==> config.mk <==
export PLATFORM = sky130hd
export DESIGN_NAME = qenc_event_counter
export DESIGN_NICKNAME = d
export VERILOG_FILES = /design/src/rtl/qenc_pkg.sv /design/src/rtl/qenc_sync.sv /design/src/rtl/qenc_decode.sv /design/src/rtl/qenc_count_core.sv /design/src/rtl/qenc_event_counter.sv
export SDC_FILE = /design/constraint.sdc
export NUM_CORES = 1
export LEC_CHECK = 0
export ABC_CLOCK_PERIOD_IN_PS = 8000
export BUFFER_PORTS_ARGS = -buffer_cell sky130_fd_sc_hd__buf_2
export CORE_UTILIZATION = 50
export DETAILED_ROUTE_END_ITERATION = 10
export GPL_TIMING_DRIVEN = 0
export PLACE_DENSITY = 0.78
export SYNTH_ARGS = -nofsm -noshare
export SYNTH_HDL_FRONTEND = slang
export SYNTH_SLANG_ARGS = --single-unit
==> constraint.sdc <==
create_clock -name clk -period 8 [get_ports clk]
set_input_delay 1.6 -clock clk [delete_from_list [all_inputs] [get_ports clk]]
set_output_delay 1.6 -clock clk [all_outputs]
set_load 0.05 [all_outputs]
==> src/rtl/qenc_pkg.sv <==
package qenc_pkg;
  typedef enum logic [1:0] {
    GATE_NONE  = 2'b00,
    GATE_RST   = 2'b01,
    GATE_BOTH  = 2'b10,
    GATE_BOTH2 = 2'b11
  } gate_e;

  typedef struct packed {
    logic  quad;
    logic  rate_1x;
    logic  rst_pol;
    logic  start_pol;
    gate_e gate;
  } cfg_t;

  localparam int unsigned SYNC_W = 4;
endpackage

==> src/rtl/qenc_sync.sv <==
module qenc_sync #(
  parameter int unsigned W      = 4,
  parameter int unsigned STAGES = 2
) (
  input  logic         clk,
  input  logic         rst_n,
  input  logic [W-1:0] d,
  output logic [W-1:0] q
);
  logic [STAGES-1:0][W-1:0] chain;

  generate
    if (STAGES == 1) begin : g_one
      always_ff @(posedge clk or negedge rst_n)
        if (!rst_n) chain <= '0;
        else        chain <= d;
    end else begin : g_many
      always_ff @(posedge clk or negedge rst_n)
        if (!rst_n) chain <= '0;
        else        chain <= {chain[STAGES-2:0], d};
    end
  endgenerate

  assign q = chain[STAGES-1];
endmodule

==> src/rtl/qenc_decode.sv <==
module qenc_decode (
  input  logic clk,
  input  logic rst_n,
  input  logic a,
  input  logic b,
  input  logic quad,
  input  logic rate_1x,
  output logic evt,
  output logic evt_up,
  output logic illegal
);
  logic a_d, b_d;
  logic ch_a, ch_b, step_all, step_one;

  always_ff @(posedge clk or negedge rst_n)
    if (!rst_n) begin
      a_d <= 1'b0;
      b_d <= 1'b0;
    end else begin
      a_d <= a;
      b_d <= b;
    end

  assign ch_a     = a ^ a_d;
  assign ch_b     = b ^ b_d;
  assign step_all = ch_a ^ ch_b;
  assign step_one = ch_a & ~ch_b & ~b;

  always_comb begin
    if (quad) begin
      evt     = rate_1x ? step_one : step_all;
      illegal = ch_a & ch_b;
    end else begin
      evt     = a & ~a_d;
      illegal = 1'b0;
    end
    evt_up = a ^ b_d;
  end
endmodule

==> src/rtl/qenc_count_core.sv <==
module qenc_count_core #(
  parameter int unsigned CNT_W = 32
) (
  input  logic             clk,
  input  logic             rst_n,
  input  logic             clear,
  input  logic             load,
  input  logic [CNT_W-1:0] load_val,
  input  logic             pv_load,
  input  logic [CNT_W-1:0] pv_val,
  input  logic             step,
  input  logic             quad,
  input  logic             step_up,
  input  logic             dir_wr,
  input  logic             dir_val,
  output logic [CNT_W-1:0] count,
  output logic [CNT_W-1:0] preset,
  output logic             dir
);
  localparam logic [CNT_W-1:0] ONE = CNT_W'(1);
  logic go_up;

  assign go_up = quad ? step_up : dir;

  always_ff @(posedge clk or negedge rst_n)
    if (!rst_n) begin
      count <= '0;
    end else if (clear) begin
      count <= '0;
    end else if (load) begin
      count <= load_val;
    end else if (step) begin
      count <= go_up ? count + ONE : count - ONE;
    end

  always_ff @(posedge clk or negedge rst_n)
    if (!rst_n)               dir <= 1'b1;
    else if (dir_wr)          dir <= dir_val;
    else if (step && quad)    dir <= step_up;

  always_ff @(posedge clk or negedge rst_n)
    if (!rst_n)       preset <= '0;
    else if (pv_load) preset <= pv_val;
endmodule

==> src/rtl/qenc_event_counter.sv <==
module qenc_event_counter
  import qenc_pkg::*;
#(
  parameter int unsigned CNT_W       = 32,
  parameter int unsigned SYNC_STAGES = 2
) (
  input  logic             clk,
  input  logic             rst_n,
  input  logic             define_i,
  input  logic             stop_i,
  input  logic             cfg_quad_i,
  input  logic             cfg_rate_1x_i,
  input  logic             cfg_rst_pol_i,
  input  logic             cfg_start_pol_i,
  input  logic [1:0]       cfg_gate_i,
  input  logic             upd_i,
  input  logic             upd_en_i,
  input  logic             upd_dir_i,
  input  logic             upd_load_cv_i,
  input  logic [CNT_W-1:0] cv_data_i,
  input  logic             upd_load_pv_i,
  input  logic [CNT_W-1:0] pv_data_i,
  input  logic             phase_a_i,
  input  logic             phase_b_i,
  input  logic             rst_in_i,
  input  logic             start_in_i,
  output logic [CNT_W-1:0] count_o,
  output logic [CNT_W-1:0] preset_o,
  output logic             dir_o,
  output logic             err_o,
  output logic             configured_o
);
  cfg_t             cfg_q;
  cfg_t             cfg_new;
  logic             configured_q;
  logic             en_q;
  logic             err_q;
  logic [SYNC_W-1:0] sy;
  logic             evt, evt_up, illegal;
  logic             rst_act, start_act, clear, step_go;

  qenc_sync #(.W(SYNC_W), .STAGES(SYNC_STAGES)) u_sync (
    .clk   (clk),
    .rst_n (rst_n),
    .d     ({start_in_i, rst_in_i, phase_b_i, phase_a_i}),
    .q     (sy)
  );

  qenc_decode u_dec (
    .clk     (clk),
    .rst_n   (rst_n),
    .a       (sy[0]),
    .b       (sy[1]),
    .quad    (cfg_q.quad),
    .rate_1x (cfg_q.rate_1x),
    .evt     (evt),
    .evt_up  (evt_up),
    .illegal (illegal)
  );

  assign cfg_new = '{quad:      cfg_quad_i,
                     rate_1x:   cfg_rate_1x_i,
                     rst_pol:   cfg_rst_pol_i,
                     start_pol: cfg_start_pol_i,
                     gate:      gate_e'(cfg_gate_i)};

  always_ff @(posedge clk or negedge rst_n)
    if (!rst_n) begin
      cfg_q        <= '0;
      configured_q <= 1'b0;
    end else if (stop_i) begin
      cfg_q        <= '0;
      configured_q <= 1'b0;
    end else if (define_i && !configured_q) begin
      cfg_q        <= cfg_new;
      configured_q <= 1'b1;
    end

  always_ff @(posedge clk or negedge rst_n)
    if (!rst_n)      en_q <= 1'b0;
    else if (stop_i) en_q <= 1'b0;
    else if (upd_i)  en_q <= upd_en_i;

  assign rst_act   = configured_q && (cfg_q.gate != GATE_NONE) && (sy[2] ^ cfg_q.rst_pol);
  assign start_act = cfg_q.gate[1] ? (sy[3] ^ cfg_q.start_pol) : 1'b1;
  assign clear     = configured_q && start_act && rst_act;
  assign step_go   = configured_q && en_q && start_act && evt;

  always_ff @(posedge clk or negedge rst_n)
    if (!rst_n) err_q <= 1'b0;
    else        err_q <= configured_q && illegal;

  qenc_count_core #(.CNT_W(CNT_W)) u_core (
    .clk      (clk),
    .rst_n    (rst_n),
    .clear    (clear),
    .load     (upd_i && upd_load_cv_i),
    .load_val (cv_data_i),
    .pv_load  (upd_i && upd_load_pv_i),
    .pv_val   (pv_data_i),
    .step     (step_go),
    .quad     (cfg_q.quad),
    .step_up  (evt_up),
    .dir_wr   (upd_i),
    .dir_val  (upd_dir_i),
    .count    (count_o),
    .preset   (preset_o),
    .dir      (dir_o)
  );

  assign err_o        = err_q;
  assign configured_o = configured_q;
endmodule

# --- Word level (Yosys, flattened, before mapping) ---
# Cells that the tools add are included.
classes:
  n_addsub: 2
  n_reduce_logical: 18
  mux: 17
  bitwise_logic: 13
ops:
  columns: ["operator", "n"]
  rows:
  - ["2-to-1 mux 32 bit", 4]
  - ["adder 32 x 1 -> 32 bit, second input constant", 1]
  - ["subtractor 32 x 1 -> 32 bit, second input constant", 1]
  - ["logical AND 1 bit", 12]
  - ["2-to-1 mux 6 bit", 2]
  - ["2-to-1 mux 1 bit", 11]
  - ["nonzero test 2 bit", 4]
  - ["XOR 1 bit", 6]
  - ["bitwise AND 1 bit", 4]
  - ["inverter 1 bit", 3]
  - ["nonzero test 3 bit", 1]
  - ["logical NOT 1 bit", 1]
word_totals:
  out_inout_bits: 67
  ff_bits: 84
  elab_cells: 65

# --- Longest topological paths before layout ---
# Gate-level depths: netlist of run 1.
depth:
  ltp_word: 10
  ltp_mapped: 14
  mapped_depth_nobuf: 11

# --- Hierarchy ---
# Synthesis of run 1 repeated with hierarchy kept, for this count alone.
unflattened:
  cells_unflattened: 550
  area_unflattened_um2: 5293.8
modules_own_cells:
  columns: ["mod", "n_inst", "seq_area_each_um2", "cells_each", "area_each_um2"]
  rows:
  - ["qenc_count_core", 1, 1627.8, 486, 4506.8]
  - ["qenc_event_counter", 1, 225.2, 37, 410.4]
  - ["qenc_sync", 1, 200.2, 12, 230.2]
  - ["qenc_decode", 1, 50.0, 15, 146.4]

# --- Least setup slack after synthesis of run 1 ---
# Ideal clock, no wire load.
synth_timing:
  kind: "reg2reg"
  from: "reg u_core.dir"
  to: "reg u_core.count[14]"
  arrival_ns: 3.174
  slack_ns: 4.733
  t_required_ns: 7.906
  path_buffers: 2
  synth_period_minus_slack_ns: 3.267
  path_stages_with_launch: 13
  setup_ns: 0.094
  path_cell_list: "dfstp_2 -> nor2_1 -> a21oi_2 -> buf_2 -> buf_2 -> xnor2_1 -> ha_1 -> and4_1 -> o21ai_0 -> or4_1 -> a21oi_1 -> xnor2_1 -> a211oi_1"
synth_via:
  elab_chain_cells: 5
synth_rtl:
  columns: ["element", "line", "source"]
  rows:
  - ["start, declared", "qenc_count_core.sv:18", "output logic dir"]
  - ["start signal, assigned", "qenc_count_core.sv:38", "else if (dir_wr) dir <= dir_val;"]
  - ["start signal, assigned", "qenc_count_core.sv:39", "else if (step && quad) dir <= step_up;"]
  - ["2-to-1 mux 1 bit", "qenc_count_core.sv:23", "assign go_up = quad ? step_up : dir;"]
  - ["2-to-1 mux 32 bit", "qenc_count_core.sv:33", "count <= go_up ? count + ONE : count - ONE;"]
  - ["2-to-1 mux 32 bit", "qenc_count_core.sv:32", "end else if (step) begin"]
  - ["2-to-1 mux 32 bit", "qenc_count_core.sv:30", "end else if (load) begin"]
  - ["2-to-1 mux 32 bit", "qenc_count_core.sv:28", "end else if (clear) begin"]
  - ["end signal, assigned", "qenc_count_core.sv:31", "count <= load_val;"]
  - ["end signal, assigned", "qenc_count_core.sv:33", null]
  - ["end, declared", "qenc_count_core.sv:16", "output logic [CNT_W-1:0] count,"]
# No other way between the ends. The select of a mux whose other input is x is not followed.
# A chain may end at the register's enable or synchronous reset.

# --- Worst setup path in the final report of run 1 ---
layout_timing:
  from: "reg u_dec.b_d"
  to: "reg u_core.count[28]"
layout_via:
  elab_chain_cells: 8
  word_cells_on_any_way: 15
layout_rtl:
  columns: ["element", "line", "source"]
  rows:
  - ["start, declared", "qenc_decode.sv:12", "logic a_d, b_d;"]
  - ["start signal, assigned", "qenc_decode.sv:18", "b_d <= 1'b0;"]
  - ["start signal, assigned", "qenc_decode.sv:21", "b_d <= b;"]
  - ["XOR 1 bit", "qenc_decode.sv:25", "assign ch_b = b ^ b_d;"]
  - ["inverter 1 bit", "qenc_decode.sv:27", "assign step_one = ch_a & ~ch_b & ~b;"]
  - ["bitwise AND 1 bit (2 in series)", "qenc_decode.sv:27", null]
  - ["2-to-1 mux 1 bit", "qenc_decode.sv:31", "evt = rate_1x ? step_one : step_all;"]
  - ["2-to-1 mux 1 bit", "qenc_decode.sv:30", "if (quad) begin"]
  - ["logical AND 1 bit", "qenc_event_counter.sv:87", "assign step_go = configured_q && en_q && start_act && evt;"]
  - ["nonzero test 3 bit (no source line)", null, null]
# Parallel ways exist; a longest one is shown, timed or not. The select of a mux whose other input is x is not followed.

==> flow_summary.yaml, run 1 <==
yosys:
  ys_ff_latch: 84
  synthCells: 533
  synth_edf_count: 0
  yosysWarnings: 0
  synth_top_flop_cell: "dfrtp_1"
  synth_nets: 620
  syn_avg_cell_area_um2: 9.36
  synth_area_um2: 4990
  async_reset_ff_frac: 1.00
  yosysUniqueCellTypes: 64
  yosysSeqAreaShare: 0.422
finish:
  antenna_cells: 0
  nets: 780
  drive_gt1_frac: 0.325
  area_delta_synth_final_pct: 23.0
  final-instance-count-excl-fill: 831
grt:
  grt_pass1_vias: 4765
  grt_max_degree: 54
  grtUsageTotal: 0.304
  antenna_found_initial: 0
  grt_pass1_wl_mm: 23.8
  grt.overflow.total: 0
critical_path:
  critical_path_class: "flop to flop"
  rrSetupSlack_ns: 4.11
  crit_slowest_cell: "a221oi_1"
  timing.rr.end: "u_core.count[28]"
  cp_data_required_time_ns: 8.26
  path_cells: "xnor2_1, a21oi_2, buf_2, buf_2, xnor2_1, ha_1, nor3_1, nand2_1, nand3_1, a221oi_1, mux2i_1, nor4_1, nand3b_1"
  start_kind: "flop"
  cp_max_fo: 10
  reg2reg_depth: 13
  worst_setup_path_end_kind: "flop"
  crit_arrival_ns: 4.15
  r2r-start: "u_dec.b_d"
  critPathMaxStageDelay_ns: 0.50
pwr:
  ir_drop_uv: 154
  p_leak_nw: 2.63
  powerDensity_nw_per_um2: 225
  p_total_mw: 1.38
sta:
  slew_viol_final: 0
  setup_tns_ns: 0
  slew_headroom: 0.262
  hold_viol: 0
  period_share: 0.486
  rsz0062_at_grt: "no"
  max_freq_mhz: 257
  worstMarginPinSlew_ns: 1.10
  fin_skew_ns: 0.0154
  min_period_ns: 3.89
  setup_viol: 0
placement:
  gp_congestion: 0.928
  dpl.hpwl_mm: 11.6
  dpl.cell_count: 815
  numPortBuffers: 148
routing:
  finalWirelength_mm: 15.5
  final_antenna_net_count: 0
  wire_per_inst_um: 18.6
  viasPerCell: 5.87
  drcViolationCount: 0
  drt_pass1_iterations: 6
  via_count: 4876
  dr.first_iter.drc_count: 358
clocking:
  h-tree-depth: 3
  cts_buffers: 9
  clk_latency_ns: 0.38
  clock_path_buffers: 2
  tritoncts: "built"
  cts.clk_slew.worst_paths_ns: 0.09
  cts.sinks: 84
  cts_hold_buffers: 0
  postCtsResizedCells: 0
  cts-root-buf: "clkbuf_8"
  postCtsSetupRepairBufs: 0
hold_path:
  min_from: "u_sync.chain[1]"
  worst_hold_path.num_cells: 0
  hold_end: "u_sync.q[1]"
  min_path_type: "flop to flop"
floorplan:
  die_area_um2: 10400
  coreArea_um2: 9730
  die_x_um: 102
  die_height_um: 102
  start_util: 0.513
  num_rows: 36
  io_pins: 150
run_status:
  status: "complete, no violations"
flow_run:
  drv_cap: 0
## worst max path at each step
stage,startpoint,end,slack [ns],depth (start not counted)
6_report,u_dec.b_d,u_core.count[28],4.11,13
5_1_grt,u_dec.b_d,u_core.count[26],3.82,13
4_1_cts,u_dec.b_d,u_core.count[28],4.14,13
3_5_place_dp,u_dec.b_d,u_core.count[28],4.17,13
3_3_place_gp,u_sync.q[0],u_core.count[28],4.21,13
2_1_floorplan,u_core.dir,u_core.count[14],4.73,12
## power breakdown
part	switching, mW	internal [mW]	total (mW)	leakage, nW
registers	0.0496	0.480	0.530	0.993
logic	0.371	0.149	0.520	1.53
clock network	0.173	0.156	0.329	0.101
total	0.594	0.785	1.38	2.63
## worst max-delay path, delay by kind of cell (launching register included)
kind	cells	cell delay (ns)
fa+ha+maj	1	0.34
simple gates	5	0.70
xor+xnor	2	0.40
flops	1	0.42
mux	1	0.36
compound gates	2	0.91
buf+inv	2	0.64
## layout by cell type, fill, tap and decap left out, drive strengths merged, types with 9 or more instances in the layout
cell | Yosys | routed
o21ai | 24 | 24
or3 | 9 | 9
clkbuf | 22 | 32
buf | 20 | 169
a21oi | 21 | 21
and3 | 14 | 14
mux2i | 14 | 14
dfrtp | 83 | 83
mux2 | 32 | 32
nor3 | 23 | 23
xnor2 | 21 | 21
a211oi | 18 | 18
nand4 | 14 | 14
nor2 | 46 | 46
nor4 | 18 | 18
nand2 | 39 | 39
nand3 | 29 | 29
## synth_stat cells, drive strengths merged, types with 2 or more instances
| master | instances | area, µm² |
|---|---|---|
| nand2b | 3 | 18.8 |
| o21a | 4 | 30.0 |
| a221oi | 2 | 17.5 |
| or2 | 3 | 18.8 |
| o32ai | 3 | 26.3 |
| a31o | 2 | 17.5 |
| xor2 | 7 | 61.3 |
| and2 | 7 | 43.8 |
| and3 | 14 | 87.6 |
| o21ai | 24 | 131 |
| nor3 | 23 | 115 |
| or3 | 9 | 56.3 |
| a21oi | 21 | 113 |
| buf | 20 | 121 |
| nand3 | 29 | 145 |
| a31oi | 6 | 37.5 |
| inv | 5 | 18.8 |
| and4 | 3 | 26.3 |
| nor2 | 46 | 173 |
| ha | 4 | 50.1 |
| a211oi | 18 | 140 |
| nand2 | 39 | 151 |
| or4 | 7 | 60.1 |
| nor4 | 18 | 134 |
| dfrtp | 83 | 2080 |
| a21o | 5 | 38.8 |
| a22oi | 3 | 22.5 |
| nand4 | 14 | 87.6 |
| xnor2 | 21 | 184 |
| mux2 | 32 | 360 |
| nor3b | 2 | 15.0 |
| o2111ai | 2 | 17.5 |
| mux2i | 14 | 140 |
| clkbuf | 22 | 82.6 |
| nand3b | 4 | 30.0 |
## kinds of logic (layout without fill, tap and decap cells)
group,after synthesis,in the layout,share of synthesized area
compound gates,98,98,0.132
xor+xnor,28,28,0.0492
mux,46,46,0.100
fa+ha+maj,4,4,0.0100
buf+inv,48,213,0.0464
simple gates,225,225,0.240
flops,84,84,0.422
## sequential cells by signal, indices dropped and copies added, names as in the netlist
register and cells:
u_sync.chain 4, cfg_q 6, u_dec.a_d 1, en_q 1, configured_o 1, u_core.dir 1, u_core.count 32, err_o 1
u_sync.q 4, u_dec.b_d 1, u_core.preset 32
## per-layer routing
metal,track usage,wire length (µm),vias to the layer above
met2,0.505,7320,257
met1,0.379,6360,2302
li1,-,-,2282
met4,0.137,436,0
met3,0.0698,1360,35
met5,0,0,-
## per-stage QoR
step | area (µm²) | hold WS (ns) | worst slack (ns) | util
after floorplan | 4990 | 0.331 | 4.73 | -
final | 6130 | 0.356 | 4.11 | 0.630
after global placement | 5890 | 0.334 | 4.21 | 0.606
after CTS | 6130 | 0.357 | 4.14 | 0.630
after detailed placement | 5920 | 0.335 | 4.17 | 0.609
after global routing | 6130 | 0.359 | 3.82 | 0.630
## layout make-up
class | instances | area, µm²
Fill cell | 852 | 3600
Clock inverter | 6 | 70.1
Buffer | 43 | 213
Multi-Input combinational cell | 401 | 2650
Inverter | 5 | 18.8
Sequential cell | 84 | 2100
Timing Repair Buffer | 149 | 771
Clock buffer | 10 | 138
Tap cell | 133 | 166
Note: power is estimated with default switching activity, not from simulation.
==> run 2: changes to the inputs <==
ABC_AREA = 1   (was not set)
ABC_CLOCK_PERIOD_IN_PS = 3200   (was 8000)
CORE_UTILIZATION = 49   (was 50)
clock period = 3.2 ns   (was 8 ns; I/O delays follow)
==> run 2 against run 1 <==
Net effect: routed wire length increased by 4.7%; critical path depth increased by 2; setup slack got worse by 3.6 ns; synthesized cell count increased by 49%; global-route usage decreased by 0.88 points; cell area increased by 12%; clock power increased to 3.0 times the previous value; sequential cell count unchanged.
==> flow_summary.yaml, run 2 <==
clocking:
  cts-root-buf: "clkbuf_16"
  clock_path_buffers: 2
  postCtsSetupRepairBufs: 0
  cts.clk_slew.worst_paths_ns: 0.07
  tritoncts: "built"
  h-tree-depth: 3
  clk_latency_ns: 0.35
  postCtsResizedCells: 0
  cts.sinks: 84
  cts_hold_buffers: 0
  cts_buffers: 9
sta:
  max_freq_mhz: 379
  rsz0062_at_grt: "no"
  worstMarginPinSlew_ns: 0.689
  setup_viol: 0
  fin_skew_ns: 0.00816
  slew_headroom: 0.535
  min_period_ns: 2.64
  hold_viol: 0
  slew_viol_final: 0
  period_share: 0.825
  setup_tns_ns: 0
grt:
  grtUsageTotal: 0.295
  grt.overflow.total: 0
  antenna_found_initial: 0
  grt_pass1_vias: 5561
  grt_max_degree: 64
  grt_pass1_wl_mm: 26.8
routing:
  viasPerCell: 5.21
  drt_pass1_iterations: 5
  final_antenna_net_count: 0
  drcViolationCount: 0
  dr.first_iter.drc_count: 317
  wire_per_inst_um: 14.7
  finalWirelength_mm: 16.2
  via_count: 5729
yosys:
  ys_top_cells_by_area: "dfrtp_1 37%, nand2_1 17%, nor2_1 7.7%, mux2_2 6.6%, inv_1 6.5%"
  yosysTopAreaCell: "dfrtp_1"
  synth_top_family_by_area: "simple AND/OR/NAND/NOR gates"
  yosys.area_share.simple: 0.336
  ys_ff_latch: 84
  synth_compound_area_frac: 0.100
  yosysUniqueCellTypes: 43
  synth_top_area_frac: 0.370
  syn_avg_cell_area_um2: 7.07
  synth_area_um2: 5620
  yosysWarnings: 0
  async_reset_ff_frac: 1.00
  synth_mux_area_frac: 0.0661
  synthXorXnorAreaFrac: 0.0267
  synth_nets: 882
  synthCells: 795
  yosysMostFrequentCell: "nand2_1"
  yosysSeqAreaShare: 0.374
  synth_top_flop_cell: "dfrtp_1"
  synth_edf_count: 0
  synth_fa_ha_area_frac: 0.00891
  synth_commonest_cells: "250 x nand2_1, 116 x nor2_1, 97 x inv_1"
run_status:
  status: "complete, no violations"
finish:
  fin_area_um2: 6850
  drive_gt1_frac: 0.235
  layout_common_cells: "250 x nand2_1, 150 x buf_2, 116 x nor2_1"
  largestRegisters: "u_core.count x32, u_core.preset x32, cfg_q x6"
  nets: 1043
  final_common_cell: "nand2_1"
  area_delta_synth_final_pct: 21.8
  antenna_cells: 0
pwr:
  powerDensity_nw_per_um2: 780
  p_leak_nw: 3.73
  ir_drop_uv: 417
flow_run:
  drv_cap: 0
hold_path:
  min_path_type: "primary input to async pin"
critical_path:
  critPathMaxStageDelay_ns: 0.43
  worst_setup_path_end_kind: "flop"
  cp_max_fo: 10
  crit_top_cell: "nand2_1"
  start_kind: "flop"
  critical_path_class: "flop to flop"
  crit_arrival_ns: 2.88
  crit_slowest_cell: "dfrtp_1"
  path_cells: "inv_1, nand2_1, nand3_1, nand2_4, buf_6, nand2_1, nand2_1, nor2_1, nand2_1, o21ai_0, a21oi_1, nand3_1, nand3_1, nand2_1, nand2_1"
  cp_data_required_time_ns: 3.44
floorplan:
  coreArea_um2: 11000
  start_util: 0.512
  io_pins: 150
  num_rows: 38
  die_area_um2: 11900
  die_height_um: 109
  die_x_um: 109
placement:
  place_area_um2: 6570
  gp_congestion: 0.955
  numPortBuffers: 149
  dpl.hpwl_mm: 12.5
==> run 2: cell types whose count changed after synthesis, moves of 15 or more <==
cell and delta:
a211oi_1 -17, inv_1 +92, nor3_1 -20, xnor2_1 -15
nor4_1 -16, nor2_1 +70, nand2_1 +213, nand3_1 +27
==> run 2: worst paths after layout <==
check                                start                to  slack [ns]  depth (start not counted)
max                            u_sync.q[0]  u_core.count[27]        0.56                         15
min                                  rst_n   u_core.count[5]        0.18                          1
max reg2reg                    u_sync.q[0]  u_core.count[27]        0.56                         15
min reg2reg                u_sync.chain[2]       u_sync.q[2]        0.35                          0
max in group asynchronous            rst_n        u_core.dir        2.41                          2
min in group clk           u_sync.chain[2]       u_sync.q[2]        0.35                          0
==> run 2: metrics by stage <==
stage | total power [mW] | utilization | setup slack (ns) | hold WS (ns) | std cells
2_1_floorplan | 3.61 | - | 0.925 | 0.331 | 795
3_3_place_gp | 4.29 | 0.595 | 0.668 | 0.332 | 1084
3_5_place_dp | 4.33 | 0.598 | 0.593 | 0.339 | 1085
4_1_cts | 5.33 | 0.623 | 0.600 | 0.192 | 1100
5_1_grt | 5.70 | 0.623 | 0.354 | 0.200 | 1100
6_report | 5.34 | 0.623 | 0.560 | 0.181 | 1100
==> run 2: cells by family after synthesis <==
logic type	Yosys count
muxes	33
xor gates and xnor gates	15
DFF	84
buffers and inverters	122
and+or+nand+nor	454
adders and majority gates	4
AOI/OAI and AO/OA	83
==> run 2: where the power goes <==
group          leakage [nW]  switching [mW]  total (mW)  internal (mW)
Sequential             1.02           0.278        1.56           1.28
Clock                 0.122           0.465       0.995          0.530
Combinational          2.58            1.99        2.78          0.791
==> run 2: layout make-up <==
type                            instances  area (µm²)
Buffer                                 23         119
Clock buffer                            9         225
Clock inverter                          6        50.0
Fill cell                            1032        4140
Inverter                               99         372
Multi-Input combinational cell        589        3030
Sequential cell                        84        2100
Tap cell                              140         175
Timing Repair Buffer                  150         776
==> run 2: layer usage <==
metal  vias up  track usage  share of wire
li1       2867            -              -
met3        38       0.0675          0.080
met4         0        0.139          0.030
met5         -            0              0
met1      2586        0.374           0.43
met2       238        0.476           0.46
==> run 2: worst max-delay path: cells and delay by family (launching register included) <==
kind            cells  cell delay [ns]
simple gates       11             1.27
compound gates      2             0.52
flops               1             0.43
buf+inv             2             0.30
==> run 3: changes to the inputs <==
ABC_AREA = 0   (was 1)
ABC_CLOCK_PERIOD_IN_PS = 2300   (was 3200)
CORE_UTILIZATION = 47   (was 49)
PLACE_DENSITY = 0.77   (was 0.78)
clock period = 2.3 ns   (was 3.2 ns; I/O delays follow)
==> run 3 against run 2 <==
Net effect: the run now ends with setup timing left; routed wire length is 0.81% lower; via count decreased by 13%; total power shrank 8.5%; cell area down 0.55%; non-clock buffer count increased by 38; worst hold slack got worse by 0.14 ns; critical path depth shrank 4; combinational power fell by 29%.
==> flow_summary.yaml, run 3 (synthesis gave the netlist of run 1 again) <==
routing:
  via_count: 4986
  drt_pass1_iterations: 5
  drcViolationCount: 0
  wire_per_inst_um: 18.9
  finalWirelength_mm: 16.1
  dr.first_iter.drc_count: 315
  viasPerCell: 5.85
  final_antenna_net_count: 0
floorplan:
  io_pins: 150
  num_rows: 37
  coreArea_um2: 10300
  die_x_um: 105
  start_util: 0.483
  die_height_um: 105
  die_area_um2: 11000
sta:
  period_share: 1.19
  rsz0062_at_grt: "yes"
  layout_setup_ws_ns: -0.448
  hold_viol: 0
  min_period_ns: 2.75
  setup_tns_ns: -6.87
  setup_viol: 30
  slew_viol_final: 0
  slew_headroom: 0.451
  worstMarginPinSlew_ns: 0.824
  fin_skew_ns: 0.0156
  max_freq_mhz: 364
finish:
  area_delta_synth_final_pct: 36.5
  drive_gt1_frac: 0.445
  n_fill_cell: 843
  final-instance-count-excl-fill: 853
  antenna_cells: 0
  fin_area_um2: 6810
  final_common_cell: "buf_2"
  layout_common_cells: "152 x buf_2, 77 x dfrtp_1, 38 x nor2_1"
  nets: 799
  largestRegisters: "u_core.count x32, u_core.preset x32, cfg_q x6"
pwr:
  p_leak_nw: 2.86
  ir_drop_uv: 482
  powerDensity_nw_per_um2: 718
grt:
  grt.overflow.total: 0
  grt_pass1_vias: 5025
  grt_max_degree: 50
  antenna_found_initial: 0
  grt_pass1_wl_mm: 25.3
  grtUsageTotal: 0.295
critical_path:
  cp_data_required_time_ns: 2.55
  worst_setup_path_end_kind: "flop"
  start_kind: "flop"
  rrSetupSlack_ns: -0.45
  timing.rr.end: "u_core.count[24]"
  crit_arrival_ns: 3.00
  critical_path_class: "flop to flop"
  cp_max_fo: 8
  reg2reg_depth: 11
  r2r-start: "u_sync.q[0]"
placement:
  numPortBuffers: 148
  dpl.cell_count: 818
  gp_congestion: 0.919
  dpl.hpwl_mm: 11.9
  place_area_um2: 6140
flow_run:
  drv_cap: 0
clocking:
  cts.clk_slew.worst_paths_ns: 0.09
  cts-root-buf: "clkbuf_8"
  h-tree-depth: 3
  cts_buffers: 9
  cts.sinks: 84
  clk_latency_ns: 0.37
  cts_hold_buffers: 0
  clock_path_buffers: 2
  tritoncts: "built"
hold_path:
  min_path_type: "primary input to async pin"
run_status:
  status: "finished with violations"
  violations: "setup timing"
run 3: cell types whose count changed in the layout (fill, tap and decap cells not counted), sizes merged, moves of 18 or more:
cell	delta
a211oi	+18
nor2	-70
inv	-91
nand2	-224
buf	+33
nor3	+20
nand3	-29
nor4	+18
run 3: final cells by class:
class,count,area (µm²),area share
multi-input combinational,401,3080,0.453
timing repair buffer,170,948,0.139
buffer,41,292,0.0428
clock buffer,10,128,0.0187
inverter,5,18.8,0.00276
tap,136,170,0.0250
sequential,84,2110,0.311
clock inverter,6,53.8,0.00790
run 3: how the worst max path moves through the flow:
stage | cells after the start | start | slack (ns) | end
global placement | 13 | u_core.dir | -0.80 | u_core.count[28]
CTS | 12 | u_sync.q[0] | -0.41 | u_core.count[14]
detailed placement | 13 | u_sync.q[0] | -0.85 | u_core.count[28]
global route | 11 | u_sync.q[0] | -0.57 | u_core.count[28]
floorplan | 12 | u_core.dir | -0.57 | u_core.count[14]
finish | 11 | u_sync.q[0] | -0.45 | u_core.count[24]
run 3: metrics by stage:
stage | power [mW] | setup WS [ns] | hold WS, ns | util
6_report | 4.89 | -0.448 | 0.0423 | 0.659
5_1_grt | 5.10 | -0.567 | 0.0701 | 0.659
4_1_cts | 4.86 | -0.413 | 0.0530 | 0.637
3_5_place_dp | 3.76 | -0.849 | 0.340 | 0.595
3_3_place_gp | 3.72 | -0.804 | 0.333 | 0.592
2_1_floorplan | 3.22 | -0.572 | 0.164 | -
run 3: repair_timing:
action,CTS,global route
gates resized for setup,33,39
endpoints found under the setup margin,33,33
buffers inserted,14,7
pin swaps,16,15
run 3: power by group:
group | leakage [nW] | switching, mW | internal [mW]
clock network | 0.0898 | 0.607 | 0.414
registers | 0.988 | 0.207 | 1.67
logic | 1.78 | 1.36 | 0.624
total | 2.86 | 2.17 | 2.71
run 3: critical path, stage by stage, from the launching register on:
cell and delay (ns):
dfrtp_2 0.46, ha_1 0.31, inv_2 0.04, ha_1 0.27, nand2b_1 0.05, a31o_2 0.24, or2_1 0.24, clkbuf_8 0.17
or3_1 0.36, o32ai_2 0.16, mux2i_1 0.25, nand2_1 0.07
run 3: routing by layer:
metal  GRT usage  part of all wire
met3      0.0624             0.065
met5           0                 0
met1       0.362              0.42
met4       0.112             0.027
met2       0.509              0.49
